==> src/rtl/irqc_pkg.sv <==
package irqc_pkg;

   localparam int REG_W   = 32;
   localparam int CMP_BIT = 12;
   localparam int DLY_BIT = 13;
   localparam int ERR_BIT = 14;
   localparam int THR_LSB = 16;
   localparam int DLY_LSB = 24;
   localparam int FLD_W   = 8;

   // order matches bit positions 14..12
   typedef struct packed {
      logic err;
      logic dly;
      logic cmp;
   } irq_vec_t;

   typedef enum logic {
      SEL_CTRL = 1'b0,
      SEL_STAT = 1'b1
   } reg_sel_e;

endpackage

==> src/rtl/irqc_regs.sv <==
module irqc_regs
   import irqc_pkg::*;
#(
   parameter int THR_W   = 8,
   parameter int DLY_W   = 8,
   parameter int DEF_THR = 24,
   parameter int DEF_DLY = 254
) (
   input  logic             clk,
   input  logic             rst_n,
   input  logic             we,
   input  logic             sel,
   input  logic [REG_W-1:0] wdata,
   input  irq_vec_t         set_v,
   output logic [REG_W-1:0] rdata,
   output logic [THR_W-1:0] thr,
   output logic [DLY_W-1:0] dly,
   output irq_vec_t         en_v,
   output irq_vec_t         flag_v,
   output logic             thr_chg
);

   localparam logic [THR_W-1:0] THR_RST = THR_W'(DEF_THR);
   localparam logic [DLY_W-1:0] DLY_RST = DLY_W'(DEF_DLY);

   logic     ctrl_we;
   logic     stat_we;
   irq_vec_t clr_v;

   assign ctrl_we = we && (sel == SEL_CTRL);
   assign stat_we = we && (sel == SEL_STAT);
   assign thr_chg = ctrl_we && (wdata[THR_LSB +: THR_W] != thr);
   assign clr_v   = stat_we ? irq_vec_t'(wdata[ERR_BIT:CMP_BIT]) : '0;

   always_ff @(posedge clk) begin
      if (!rst_n) begin
         thr  <= THR_RST;
         dly  <= DLY_RST;
         en_v <= '0;
      end else if (ctrl_we) begin
         thr  <= wdata[THR_LSB +: THR_W];
         dly  <= wdata[DLY_LSB +: DLY_W];
         en_v <= irq_vec_t'(wdata[ERR_BIT:CMP_BIT]);
      end
   end

   // write-one-to-clear; a set in the same cycle wins
   always_ff @(posedge clk) begin
      if (!rst_n) flag_v <= '0;
      else        flag_v <= (flag_v & ~clr_v) | set_v;
   end

   always_comb begin
      rdata = '0;
      if (sel == SEL_STAT) begin
         rdata[ERR_BIT:CMP_BIT] = flag_v;
      end else begin
         rdata[THR_LSB +: THR_W] = thr;
         rdata[DLY_LSB +: DLY_W] = dly;
         rdata[ERR_BIT:CMP_BIT]  = en_v;
      end
   end

   a_r8_w1c_clears : assert property (@(posedge clk) disable iff (!rst_n)
      (stat_we && wdata[CMP_BIT] && !set_v.cmp) |=> !flag_v.cmp);

   a_r8_zero_write_keeps : assert property (@(posedge clk) disable iff (!rst_n)
      (stat_we && !wdata[ERR_BIT] && flag_v.err) |=> flag_v.err);

   a_r9_enable_write_keeps_flags : assert property (@(posedge clk) disable iff (!rst_n)
      (ctrl_we && set_v == '0) |=> flag_v == $past(flag_v));

endmodule

==> src/rtl/irqc_pkt_counter.sv <==
module irqc_pkt_counter #(
   parameter int THR_W = 8
) (
   input  logic             clk,
   input  logic             rst_n,
   input  logic             done,
   input  logic             restart,
   input  logic             flush,
   input  logic [THR_W-1:0] thr,
   output logic             reach,
   output logic             pending
);

   logic [THR_W-1:0] cnt;
   logic [THR_W-1:0] thr_eff;
   logic [THR_W:0]   cnt_inc;

   assign thr_eff = (thr == '0) ? THR_W'(1) : thr;
   assign cnt_inc = {1'b0, cnt} + (THR_W+1)'(1);
   assign reach   = done && !restart && (cnt_inc >= {1'b0, thr_eff});
   assign pending = (cnt != '0);

   always_ff @(posedge clk) begin
      if (!rst_n)       cnt <= '0;
      else if (restart) cnt <= '0;
      else if (done)    cnt <= reach ? '0 : cnt_inc[THR_W-1:0];
      else if (flush)   cnt <= '0;
   end

   a_r2_count_below_threshold : assert property (@(posedge clk) disable iff (!rst_n)
      cnt < thr_eff);

   a_r4_restart_drops_count : assert property (@(posedge clk) disable iff (!rst_n)
      restart |=> !pending);

endmodule

==> src/rtl/irqc_delay_timer.sv <==
module irqc_delay_timer #(
   parameter int DLY_W    = 8,
   parameter int PRESCALE = 125
) (
   input  logic             clk,
   input  logic             rst_n,
   input  logic             pending,
   input  logic             kick,
   input  logic [DLY_W-1:0] dly,
   output logic             expire
);

   logic             hold;
   logic             tick;
   logic [DLY_W-1:0] ticks;

   assign hold = !pending || kick || (dly == '0);

   generate
      if (PRESCALE == 1) begin : g_no_prescale
         assign tick = 1'b1;
      end else begin : g_prescale
         localparam int PS_W = $clog2(PRESCALE);
         localparam logic [PS_W-1:0] PS_LAST = PS_W'(PRESCALE - 1);
         logic [PS_W-1:0] pre;
         assign tick = (pre == PS_LAST);
         always_ff @(posedge clk) begin
            if (!rst_n)    pre <= '0;
            else if (hold) pre <= '0;
            else if (tick) pre <= '0;
            else           pre <= pre + PS_W'(1);
         end
      end
   endgenerate

   assign expire = !hold && tick && (ticks == dly - DLY_W'(1));

   always_ff @(posedge clk) begin
      if (!rst_n)        ticks <= '0;
      else if (hold)     ticks <= '0;
      else if (expire)   ticks <= '0;
      else if (tick)     ticks <= ticks + DLY_W'(1);
   end

   a_r5_ticks_bounded : assert property (@(posedge clk) disable iff (!rst_n)
      !hold |-> ticks < dly);

   a_r5_kick_restarts : assert property (@(posedge clk) disable iff (!rst_n)
      kick |=> ticks == '0);

endmodule

==> src/rtl/irq_coalesce_ctrl.sv <==
module irq_coalesce_ctrl
   import irqc_pkg::*;
#(
   parameter int THR_W    = 8,
   parameter int DLY_W    = 8,
   parameter int DEF_THR  = 24,
   parameter int DEF_DLY  = 254,
   parameter int PRESCALE = 125
) (
   input  logic        clk,
   input  logic        rst_n,
   input  logic        pkt_done_i,
   input  logic        dma_err_i,
   input  logic        reg_we_i,
   input  logic        reg_sel_i,
   input  logic [31:0] reg_wdata_i,
   output logic [31:0] reg_rdata_o,
   output logic        irq_o
);

   generate
      if (THR_W < 1 || THR_W > FLD_W) begin : g_bad_thr_w
         $error("THR_W must lie in 1..8");
      end
      if (DLY_W < 1 || DLY_W > FLD_W) begin : g_bad_dly_w
         $error("DLY_W must lie in 1..8");
      end
      if (PRESCALE < 1) begin : g_bad_prescale
         $error("PRESCALE must be at least 1");
      end
      if (DEF_THR < 0 || DEF_THR >= (1 << THR_W)) begin : g_bad_def_thr
         $error("DEF_THR does not fit THR_W");
      end
      if (DEF_DLY < 0 || DEF_DLY >= (1 << DLY_W)) begin : g_bad_def_dly
         $error("DEF_DLY does not fit DLY_W");
      end
   endgenerate

   logic [THR_W-1:0] thr;
   logic [DLY_W-1:0] dly;
   irq_vec_t         en_v;
   irq_vec_t         flag_v;
   irq_vec_t         set_v;
   logic             thr_chg;
   logic             reach;
   logic             pending;
   logic             expire;

   assign set_v.cmp = reach;
   assign set_v.dly = expire;
   assign set_v.err = dma_err_i;

   irqc_regs #(
      .THR_W   (THR_W),
      .DLY_W   (DLY_W),
      .DEF_THR (DEF_THR),
      .DEF_DLY (DEF_DLY)
   ) u_regs (
      .clk     (clk),
      .rst_n   (rst_n),
      .we      (reg_we_i),
      .sel     (reg_sel_i),
      .wdata   (reg_wdata_i),
      .set_v   (set_v),
      .rdata   (reg_rdata_o),
      .thr     (thr),
      .dly     (dly),
      .en_v    (en_v),
      .flag_v  (flag_v),
      .thr_chg (thr_chg)
   );

   irqc_pkt_counter #(
      .THR_W (THR_W)
   ) u_count (
      .clk     (clk),
      .rst_n   (rst_n),
      .done    (pkt_done_i),
      .restart (thr_chg),
      .flush   (expire),
      .thr     (thr),
      .reach   (reach),
      .pending (pending)
   );

   irqc_delay_timer #(
      .DLY_W    (DLY_W),
      .PRESCALE (PRESCALE)
   ) u_timer (
      .clk     (clk),
      .rst_n   (rst_n),
      .pending (pending),
      .kick    (pkt_done_i | thr_chg),
      .dly     (dly),
      .expire  (expire)
   );

   assign irq_o = |(flag_v & en_v);

   a_r2_reach_sets_flag : assert property (@(posedge clk) disable iff (!rst_n)
      reach |=> flag_v.cmp && !pending);

   a_r5_expire_sets_flag : assert property (@(posedge clk) disable iff (!rst_n)
      expire |=> flag_v.dly && !pending);

   a_r6_zero_delay_silent : assert property (@(posedge clk) disable iff (!rst_n)
      (dly == '0 && !flag_v.dly && !(reg_we_i && reg_sel_i == SEL_CTRL)) |=> !flag_v.dly);

   a_r7_error_sets_flag : assert property (@(posedge clk) disable iff (!rst_n)
      dma_err_i |=> flag_v.err);

   a_r9_irq_needs_enabled_flag : assert property (@(posedge clk) disable iff (!rst_n)
      irq_o |-> $countones(flag_v & en_v) > 0);

endmodule

==> config.mk <==
export PLATFORM = sky130hd
export DESIGN_NAME = irq_coalesce_ctrl
export DESIGN_NICKNAME = d
export VERILOG_FILES = /design/src/rtl/irqc_pkg.sv /design/src/rtl/irqc_regs.sv /design/src/rtl/irqc_pkt_counter.sv /design/src/rtl/irqc_delay_timer.sv /design/src/rtl/irq_coalesce_ctrl.sv
export SDC_FILE = /design/constraint.sdc
export NUM_CORES = 1
export LEC_CHECK = 0
export BUFFER_PORTS_ARGS = -buffer_cell sky130_fd_sc_hd__buf_2
export CAP_MARGIN = 20
export CORE_ASPECT_RATIO = 0.7
export CORE_MARGIN = 2
export CORE_UTILIZATION = 40
export CTS_CLUSTER_SIZE = 40
export DETAILED_ROUTE_END_ITERATION = 7
export PLACE_DENSITY = 0.68
export REMOVE_ABC_BUFFERS = 1
export SLEW_MARGIN = 10
export SYNTH_ARGS = -nofsm -noshare
export SYNTH_HDL_FRONTEND = slang
export SYNTH_SLANG_ARGS = --single-unit
==> constraint.sdc <==
create_clock -name clk -period 8.6 [get_ports clk]
set_clock_uncertainty 0.05 [all_clocks]
set_input_delay 0 -clock clk [delete_from_list [all_inputs] [get_ports clk]]
set_output_delay 0 -clock clk [all_outputs]
set_load 0.02 [all_outputs]
==> metrics.txt, run 1 <==
Yosys Warn Count 0; # setup viols final 0; # IOs 71; TritonCTS clock tree done; wire per inst 13.4 microns; DRT Wirelength 6.69 mm; max_cap viols 0; Final Hold Viols 0; total die area 7790 sq um; fin crit share 39.2%; CP cell instances ha_1, nand3_1, nor2_1, xor2_1, ha_1, a211oi_1, nand2_1, a221o_1, or3b_1, nor2_1, mux2_2; worst reg2reg startpoint u_count.cnt[0]; synth cell count leaders nand2_1 (55), dfxtp_1 (45), nor2_1 (34); first-iteration detailed-routing DRC count 119; worst min-delay path class in -> reg; total chip power 464 uW; worst setup path endpoint u_count.cnt[0]; ratio of cells with drive above 1 in the final layout 15.8%; worst-skew pair later-pin latency 0.31 ns; global-route wire length before repair 11.1 mm; R2R depth 11; die width 105 microns; CTS Buf Count 5; setup_tns 0 ns; CP max stage delay 0.42 ns; worst path required time 8.81 ns; fin crit period 3.37 ns; synthesized area 2830 sq um; sequential-to-total area share from yosys stat 31.8%; # nets final 457; crit path launch type flop; Final Slew Violations 0; CTS clk-pin slew, worst paths 0.10 ns; Core ar. 6820 sq um; synth top area cells dfxtp_1 (32%), xnor2_1 (7.4%), nand2_1 (7.3%), ha_1 (6.2%), nor2_1 (4.5%); post-route ant nets 0; outcome complete, no violations; initial antenna violation count 0; r2r endpoint u_count.cnt[0]; RSZ-0062 raised after global routing no; Cells after Synth 352; Setup CP Type reg -> reg; Post-synth EDFFs 0; H-Tree Level Count 2; Synth top area share 31.8%; gr ovfl total 0; pre-CTS WS 5.28 ns; Pleak 0.00138 uW; Slew HR 51.2%; num rows 25; critical path capture point type flop; IO Port Bufs 44; vias in the first global route 2355; unique cell type count in the Yosys netlist 53; flop2flop setup slack 5.23 ns; DR vias 2524; top cell type by total area after synthesis dfxtp_1; hold slack 0.0289 ns; Power Dens Cells 138 nW/um^2; clk sinks 45; primary flip-flop cell chosen by synthesis mapping dfxtp_1; Tightest Pin Transition 0.732 ns; Critical Path Start u_count.cnt[0]; Root Driver clkbuf_8; dpl cells 471; n_diodes 0; register bit count reported by yosys 45; clock buffer depth 2; Avg Vias per Cell 5.05; VDD IR max 0.101 mV; crit path DAT 3.58 ns; Worst path slowest cell nor2_1; fin cells 500; setup ws final 5.23 ns; gpl congestion 0.795; CP Max Fanout 7; DRC viols 0; area grow syn2layout 19.0%; die height 74.4 microns; top-count cell post-synth nand2_1; largest net degree at the start of global routing 25; Max Fclk 297 MHz; initial core utilization 41.6%; Initial DRT Pass Iterations 4; GRT Util Overall 18.1%; Mean Syn Cell Area 8.05 sq um; ys async rst share 0%; Post-DP HPWL 4.82 mm
==> power breakdown <==
group / switching, uW / internal, uW / total [uW]
Sequential: 8.71 / 214 / 223
Clock: 78.8 / 87.1 / 166
Combinational: 43.8 / 31.7 / 75.5
Total: 131 / 333 / 464
==> sequential cells by signal, summed over array words and instances (netlist names) <==
register / cells
u_regs.thr: 8
u_regs.flag_v: 3
u_timer.g_prescale.pre: 7
u_regs.dly: 8
u_count.cnt: 8
u_timer.ticks: 8
u_regs.en_v: 3
==> final cells by class <==
| class | instances | area, sq um |
|---|---|---|
| inverter | 18 | 67.6 |
| multi-input combinational | 269 | 1730 |
| tap | 94 | 118 |
| clock buffer | 5 | 68.8 |
| sequential | 45 | 901 |
| fill | 676 | 3450 |
| clock inverter | 3 | 46.3 |
| timing repair buffer | 66 | 438 |
==> worst min path at each step <==
stage	start	to	slack, ns	depth (start not counted)
finish	reg_we_i	u_regs.flag_v[1]	0.03	4
global route	reg_we_i	u_regs.flag_v[1]	0.05	4
CTS	reg_we_i	u_regs.flag_v[1]	0.009	4
detailed placement	reg_wdata_i[31]	u_regs.dly[7]	0.16	3
global placement	reg_wdata_i[29]	u_regs.dly[5]	0.16	3
floorplan	rst_n	u_regs.dly[2]	0.02	1
==> metrics by stage <==
| stage | instance area, sq um | util, % |
|---|---|---|
| 3_5_place_dp | 3050 | 44.7 |
| 2_1_floorplan | 2700 | - |
| 3_3_place_gp | 3050 | 44.7 |
| 5_1_grt | 3370 | 49.4 |
| 4_1_cts | 3370 | 49.4 |
| 6_report | 3370 | 49.4 |
==> per-layer routing <==
layer / part of all wire (%) / vias up / track usage (%) / routed length (microns)
met4: 0.73 / 0 / 4.44 / 49
met3: 4.5 / 5 / 3.33 / 298
met1: 54 / 1189 / 26.0 / 3620
met5: 0 / - / 0 / 0
li1: - / 1269 / - / -
met2: 41 / 61 / 28.2 / 2730
==> worst max-delay path, delay by kind of cell (launching register included) <==
kind                       cells  cell delay [ns]
and+or+nand+nor                5             1.23
AOI/OAI and AO/OA              2             0.59
adders and majority gates      2             0.55
DFF                            1             0.40
xor gates and xnor gates       1             0.25
muxes                          1             0.25
==> cell families after synthesis <==
| kind of cell | share of synthesized area (%) |
|---|---|
| adder cells (fa/ha/maj) | 6.18 |
| flip-flops | 31.8 |
| AND/OR/NAND/NOR | 27.4 |
| multiplexers | 1.94 |
| buffers and inverters | 8.65 |
| AO/OA/AOI/OAI | 13.4 |
| other | 0.132 |
| XOR/XNOR | 10.5 |
==> cells in the final DEF, fill, tap and decap left out, drive strengths merged, types with 2 or more instances in the layout <==
master and count:
nand2 55, dfxtp 45, buf 45, nor2 34, xnor2 24, dlygate4sd3 21
inv 18, nand3 15, nor2b 14, ha 14, conb 13, a21boi 11
xor2 10, nand4 9, nor3 7, o21ai 6, a21oi 5, a22o 5
clkbuf 5, o211ai 5, nor4 4, mux2 4, or3 4, a211oi 3
a221o 2, nor3b 2, or3b 2, and3 2
==> what timing repair did <==
| action | CTS | global route |
|---|---|---|
| gates resized for setup | 0 | 0 |
| hold buffers | 21 | 0 |
| buffers inserted | 0 | 0 |
| endpoints found under the setup margin | 0 | 0 |
| endpoints found under the hold margin | 21 | 0 |
Power figures use the tool's default switching activity.
==> run 2: changes to the inputs <==
==> constraint.sdc (replaced) <==
create_clock -name clk -period 3.5 [get_ports clk]
set_clock_uncertainty 0.05 [all_clocks]
set_input_delay 0 -clock clk [delete_from_list [all_inputs] [get_ports clk]]
set_output_delay 0 -clock clk [all_outputs]
set_load 0.02 [all_outputs]
==> run 2 against run 1 <==
Effect of this change:
- flip-flop and latch count unchanged
- register-to-register slack got worse by 4.9 ns
- global-route usage increased by 0.061 points
- maximum frequency increased by 5.6%
- final cell count increased by 0.20%
- combinational power increased by 150%
- hold slack improved by 0.023 ns
- critical path depth unchanged
- clock power increased by 93%
- setup slack got worse by 4.9 ns
- critical endpoint unchanged
- largest cell class unchanged
- largest power group unchanged
==> metrics.txt, run 2 (synthesis results as in run 1) <==
outcome complete, no violations; Tightest Pin Transition 0.755 ns (+0.0227 ns); total die area 7790 sq um (unchanged); Power Dens Cells 315 nW/um^2 (+130%); Final Slew Violations 0 (unchanged); sw frac 29.6% (+1.3 points); Max Fclk 313 MHz (+5.6%); setup ws final 0.309 ns (-4.92 ns); most frequent cells in the layout nand2_1 (55), dfxtp_1 (45), buf_2 (44), nor2_1 (34), xnor2_1 (24); gpl congestion 0.818 (+2.9%); RSZ-0062 raised after global routing no; Initial DRT Pass Iterations 4 (unchanged); max_cap viols 0 (unchanged); clock share of power 30.4% (-5.3 points); # setup viols final 0 (unchanged); Final Hold Viols 0 (unchanged); fin crit period 3.19 ns (-0.180 ns); CTS resizes 0 (unchanged); clock buffer depth 2 (unchanged); post-route ant nets 0 (unchanged); Power Internal 743 uW (+120%); Setup CP Type reg -> reg; die width 105 microns (unchanged); die height 74.4 microns (unchanged); gr ovfl total 0 (unchanged); sw power 312 uW (+140%); Reg power frac 51.9% (+3.9 points); n_diodes 0 (unchanged); Core ar. 6820 sq um (unchanged); num rows 25 (unchanged); worst-skew pair later-pin latency 0.30 ns (about the same); DRC viols 0 (unchanged); pre-CTS WS 0.351 ns (-4.93 ns); largest net degree at the start of global routing 25 (unchanged); CP Buf/Inv Count 0 (unchanged); TritonCTS clock tree done; CP Max Fanout 7 (unchanged); H-Tree Level Count 2 (unchanged); Root Driver clkbuf_8; dpl cells 471 (unchanged); # IOs 71 (unchanged); Setup Buffers After CTS 0 (unchanged); ratio of cells with drive above 1 in the final layout 15.7% (-0.039 points); crit path launch type flop; CP cell instances ha_1, nand3_1, nor2_1, xor2_1, ha_1, a211oi_1, nand2_1, a221o_1, or3b_1, nor2_1, mux2_2; CTS Hold Bufs 22 (+4.8%); Combinational Power Share 17.6% (+1.3 points); worst min-delay path class in -> reg; DR vias 2481 (-1.7%); global-route wire length before repair 11.0 mm (-0.80%); initial antenna violation count 0 (unchanged); Post-DP HPWL 4.80 mm (-0.31%); GRT Util Overall 18.1% (+0.061 points); Avg Vias per Cell 4.95 (-1.9%); Pleak 0.00138 uW (-0.45%); CP delay by family, top simple AND/OR/NAND/NOR gates; clk sinks 45 (unchanged); crit path DAT 3.39 ns (-0.19 ns); fin cells 501 (+0.20%); IO Port Bufs 44 (unchanged); most common cell after layout, fill and taps aside nand2_1; fin crit share 91.2% (+52 points); # nets final 458 (+0.22%); critical path capture point type flop; vias in the first global route 2232 (-5.2%); VDD IR max 0.216 mV (+110%); setup_tns 0 ns (unchanged); area grow syn2layout 18.3%; CP max stage delay 0.40 ns (-0.02 ns); Worst path slowest cell or3b_1; DRT Wirelength 6.68 mm (-0.16%); initial core utilization 41.6% (unchanged); CTS Buf Count 5 (unchanged); wire per inst 13.3 microns (-0.36%); worst path required time 3.70 ns (-5.11 ns); Slew HR 49.7% (-1.5 points); fillers 694 (+2.7%); first-iteration detailed-routing DRC count 124 (+4.2%); CTS clk-pin slew, worst paths 0.08 ns (-0.02 ns)
==> run 2: metrics by stage <==
| stage | util [%] | power [uW] | hold WS (ns) | instance area [sq um] |
|---|---|---|---|---|
| after floorplan | - | 664 | 0.0218 | 2700 |
| after global placement | 44.7 | 723 | 0.162 | 3050 |
| after detailed placement | 44.7 | 726 | 0.169 | 3050 |
| after CTS | 49.2 | 1060 | 0.0486 | 3350 |
| after global routing | 49.2 | 1110 | 0.0875 | 3350 |
| final | 49.2 | 1060 | 0.0523 | 3350 |
==> run 2: layout make-up <==
type | instances | area (sq um) | share of cell area (%)
Multi-Input combinational cell | 269 | 1730 | 51.7
Clock buffer | 5 | 68.8 | 2.05
Inverter | 18 | 67.6 | 2.01
Tap cell | 94 | 118 | 3.51
Clock inverter | 3 | 17.5 | 0.522
Timing Repair Buffer | 67 | 448 | 13.4
Sequential cell | 45 | 901 | 26.9
==> run 2: power by group through the flow <==
stage	clock (uW)	combinational [uW]	sequential (uW)
2_1_floorplan	0	110	553
3_3_place_gp	0	164	559
3_5_place_dp	0	166	560
4_1_cts	330	186	548
5_1_grt	352	207	551
6_report	321	186	548
==> run 2: metal layers <==
layer  GRT usage (%)  routed length [microns]  up-vias
met1            26.4                     3380     1124
met4            4.89                       76        0
li1                -                        -     1269
met2            27.5                     2720       80
met5               0                        0        -
met3            3.59                      502        8
==> run 2: final timing paths <==
check / from / endpoint / slack (ns) / cells past startpoint
worst min register to register: u_timer.g_prescale.pre[0] / u_timer.g_prescale.pre[0] / 0.42 / 1
worst min-delay path: rst_n / u_regs.dly[4] / 0.05 / 2
worst max-delay path: u_count.cnt[1] / u_count.cnt[0] / 0.31 / 11
worst max register to register: u_count.cnt[1] / u_count.cnt[0] / 0.31 / 11
==> run 2: worst register-to-register path, stage by stage (launching register included) <==
cell,delay (ns)
dfxtp_1,0.38
ha_1,0.26
nand3_1,0.16
nor2_1,0.16
xor2_1,0.20
ha_1,0.26
a211oi_1,0.21
nand2_1,0.08
a221o_1,0.36
or3b_1,0.40
nor2_1,0.39
mux2_2,0.24
==> run 3: changes to the inputs <==
--- a/config.mk
+++ b/config.mk
@@ -7,12 +7,12 @@
 export LEC_CHECK = 0
 export BUFFER_PORTS_ARGS = -buffer_cell sky130_fd_sc_hd__buf_2
 export CAP_MARGIN = 20
-export CORE_ASPECT_RATIO = 0.7
+export CORE_ASPECT_RATIO = 0.8
 export CORE_MARGIN = 2
-export CORE_UTILIZATION = 40
+export CORE_UTILIZATION = 54
 export CTS_CLUSTER_SIZE = 40
 export DETAILED_ROUTE_END_ITERATION = 7
-export PLACE_DENSITY = 0.68
+export PLACE_DENSITY = 0.86
 export REMOVE_ABC_BUFFERS = 1
 export SLEW_MARGIN = 10
 export SYNTH_ARGS = -nofsm -noshare
==> run 3 against run 2 <==
Effect of this change:
- cell area fell by 1.1%
- critical path depth did not move
- global-route usage rose by 6.3 points
- total power rose by 1.3%
- final cell count fell by 6.6%
- register-to-register slack improved by 0.05 ns
- non-clock buffer count did not move
- setup slack improved by 0.045 ns
- critical path type unchanged
- critical endpoint unchanged
==> metrics.txt, run 3 (synthesis results as in run 1) <==
worst-skew pair later-pin latency 0.31 ns (about the same); ratio of cells with drive above 1 in the final layout 15.5% (-0.21 points); Tightest Pin Transition 0.634 ns (-0.121 ns); initial antenna violation count 0 (unchanged); initial core utilization 56.3% (+15 points); largest net degree at the start of global routing 25 (unchanged); Setup CP Type reg -> reg; total die area 5850 sq um (-25%); met3 Usage GRT 4.52% (+0.93 points); TritonCTS clock tree done; post-route ant nets 0 (unchanged); CTS Buf Count 5 (unchanged); max_cap viols 0 (unchanged); VDD IR max 0.288 mV (+34%); DRT Wirelength 6.95 mm (+4.0%); Slew HR 57.4% (+7.7 points); fin crit share 89.9% (-1.3 points); GRT met2 Usage 41.8% (+14 points); Pleak 0.00138 uW (-0.12%); RSZ-0062 raised after global routing no; most frequent cells in the layout nand2_1 (55), dfxtp_1 (45), buf_2 (44), nor2_1 (33), xnor2_1 (24); # nets final 458 (unchanged); critical path capture point type flop; die height 68.8 microns (-7.6%); # IOs 71 (unchanged); global-route wire length before repair 11.3 mm (+2.6%); CTS clk-pin slew, worst paths 0.08 ns (about the same); DRC viols 0 (unchanged); IO Port Bufs 44 (unchanged); GR peak layer met2; vias in the first global route 2416 (+8.2%); first-iteration detailed-routing DRC count 148 (+19%); total chip power 1070 uW (+1.3%); Setup Buffers After CTS 0 (unchanged); crit path DAT 3.36 ns (-0.03 ns); fin crit period 3.15 ns (-0.0454 ns); gpl congestion 0.904 (+11%); clock buffer depth 2 (unchanged); met1 usage 31.4% (+5.0 points); DR vias 2624 (+5.8%); CP Max Fanout 7 (unchanged); worst min-delay path class in -> reg; Final Hold Viols 0 (unchanged); GRT Util Overall 24.4% (+6.3 points); Root Driver clkbuf_8; crit path launch type flop; setup_tns 0 ns (unchanged); Max Fclk 318 MHz (+1.4%); die width 85.0 microns (-19%); clk sinks 45 (unchanged); post-layout util 65.8% (+17 points); outcome complete, no violations; Avg Vias per Cell 5.61 (+13%); wire per inst 14.8 microns (+11%); pre-CTS WS 0.286 ns (-0.0653 ns); Power Dens Cells 323 nW/um^2 (+2.5%); H-Tree Level Count 2 (unchanged); num rows 23 (-8.0%); gr ovfl total 0 (unchanged); fillers 373 (-46%); worst path required time 3.71 ns (about the same); Initial DRT Pass Iterations 6 (+2); Post-DP HPWL 4.36 mm (-9.2%); Core ar. 5040 sq um (-26%); most common cell after layout, fill and taps aside nand2_1; # setup viols final 0 (unchanged); Final Slew Violations 0 (unchanged); setup ws final 0.354 ns (+0.0454 ns); area grow syn2layout 17.0%; n_diodes 0 (unchanged)
run 3: final cells by class:
cell class                      count  area (sq um)  area share [%]
Multi-Input combinational cell    269          1740            52.3
Sequential cell                    45           901            27.2
Timing Repair Buffer               67           448            13.5
Clock buffer                        7          86.3            2.60
Tap cell                           62          77.6            2.34
Inverter                           18          67.6            2.04
run 3: report_power, final:
part / switching (uW) / leakage (uW) / total, uW / internal [uW]
clock network: 174 / 0.0000443 / 331 / 157
logic: 111 / 0.000966 / 190 / 79.0
registers: 22.1 / 0.000366 / 549 / 527
run 3: worst max-delay path, stage by stage (launching register included):
cell	delay, ns
dfxtp_1	0.40
ha_1	0.26
nand3_1	0.16
nor2_1	0.17
xor2_1	0.25
ha_1	0.28
a211oi_1	0.21
nand2_1	0.08
a221o_1	0.36
or3b_1	0.41
nor2_2	0.27
mux2_2	0.21
run 3: layer usage:
metal / part of all wire (%) / vias up
met1: 46 / 1224
met4: 2.2 / 0
met3: 6.3 / 18
li1: - / 1270
met5: 0 / -
met2: 46 / 112
run 3: final timing paths:
check / start / end / slack, ns / cells after the start
max: u_count.cnt[0] / u_count.cnt[0] / 0.35 / 11
min: rst_n / u_regs.dly[2] / 0.02 / 2
max reg2reg: u_count.cnt[0] / u_count.cnt[0] / 0.35 / 11
min reg2reg: u_timer.g_prescale.pre[0] / u_timer.g_prescale.pre[0] / 0.41 / 1
run 3: timing repair:
item,4_1_cts,5_1_grt
endpoints found under the hold margin,21,0
hold buffers,22,0
endpoints found under the setup margin,0,7
gates resized for setup,0,1
run 3: metrics by stage:
stage,area (sq um),instances,hold slack [ns]
after floorplan,2700,332,0.0218
after global placement,3010,439,0.160
after detailed placement,3010,439,0.163
after CTS,3310,468,0.000157
after global routing,3320,468,0.0358
final,3320,468,0.0150
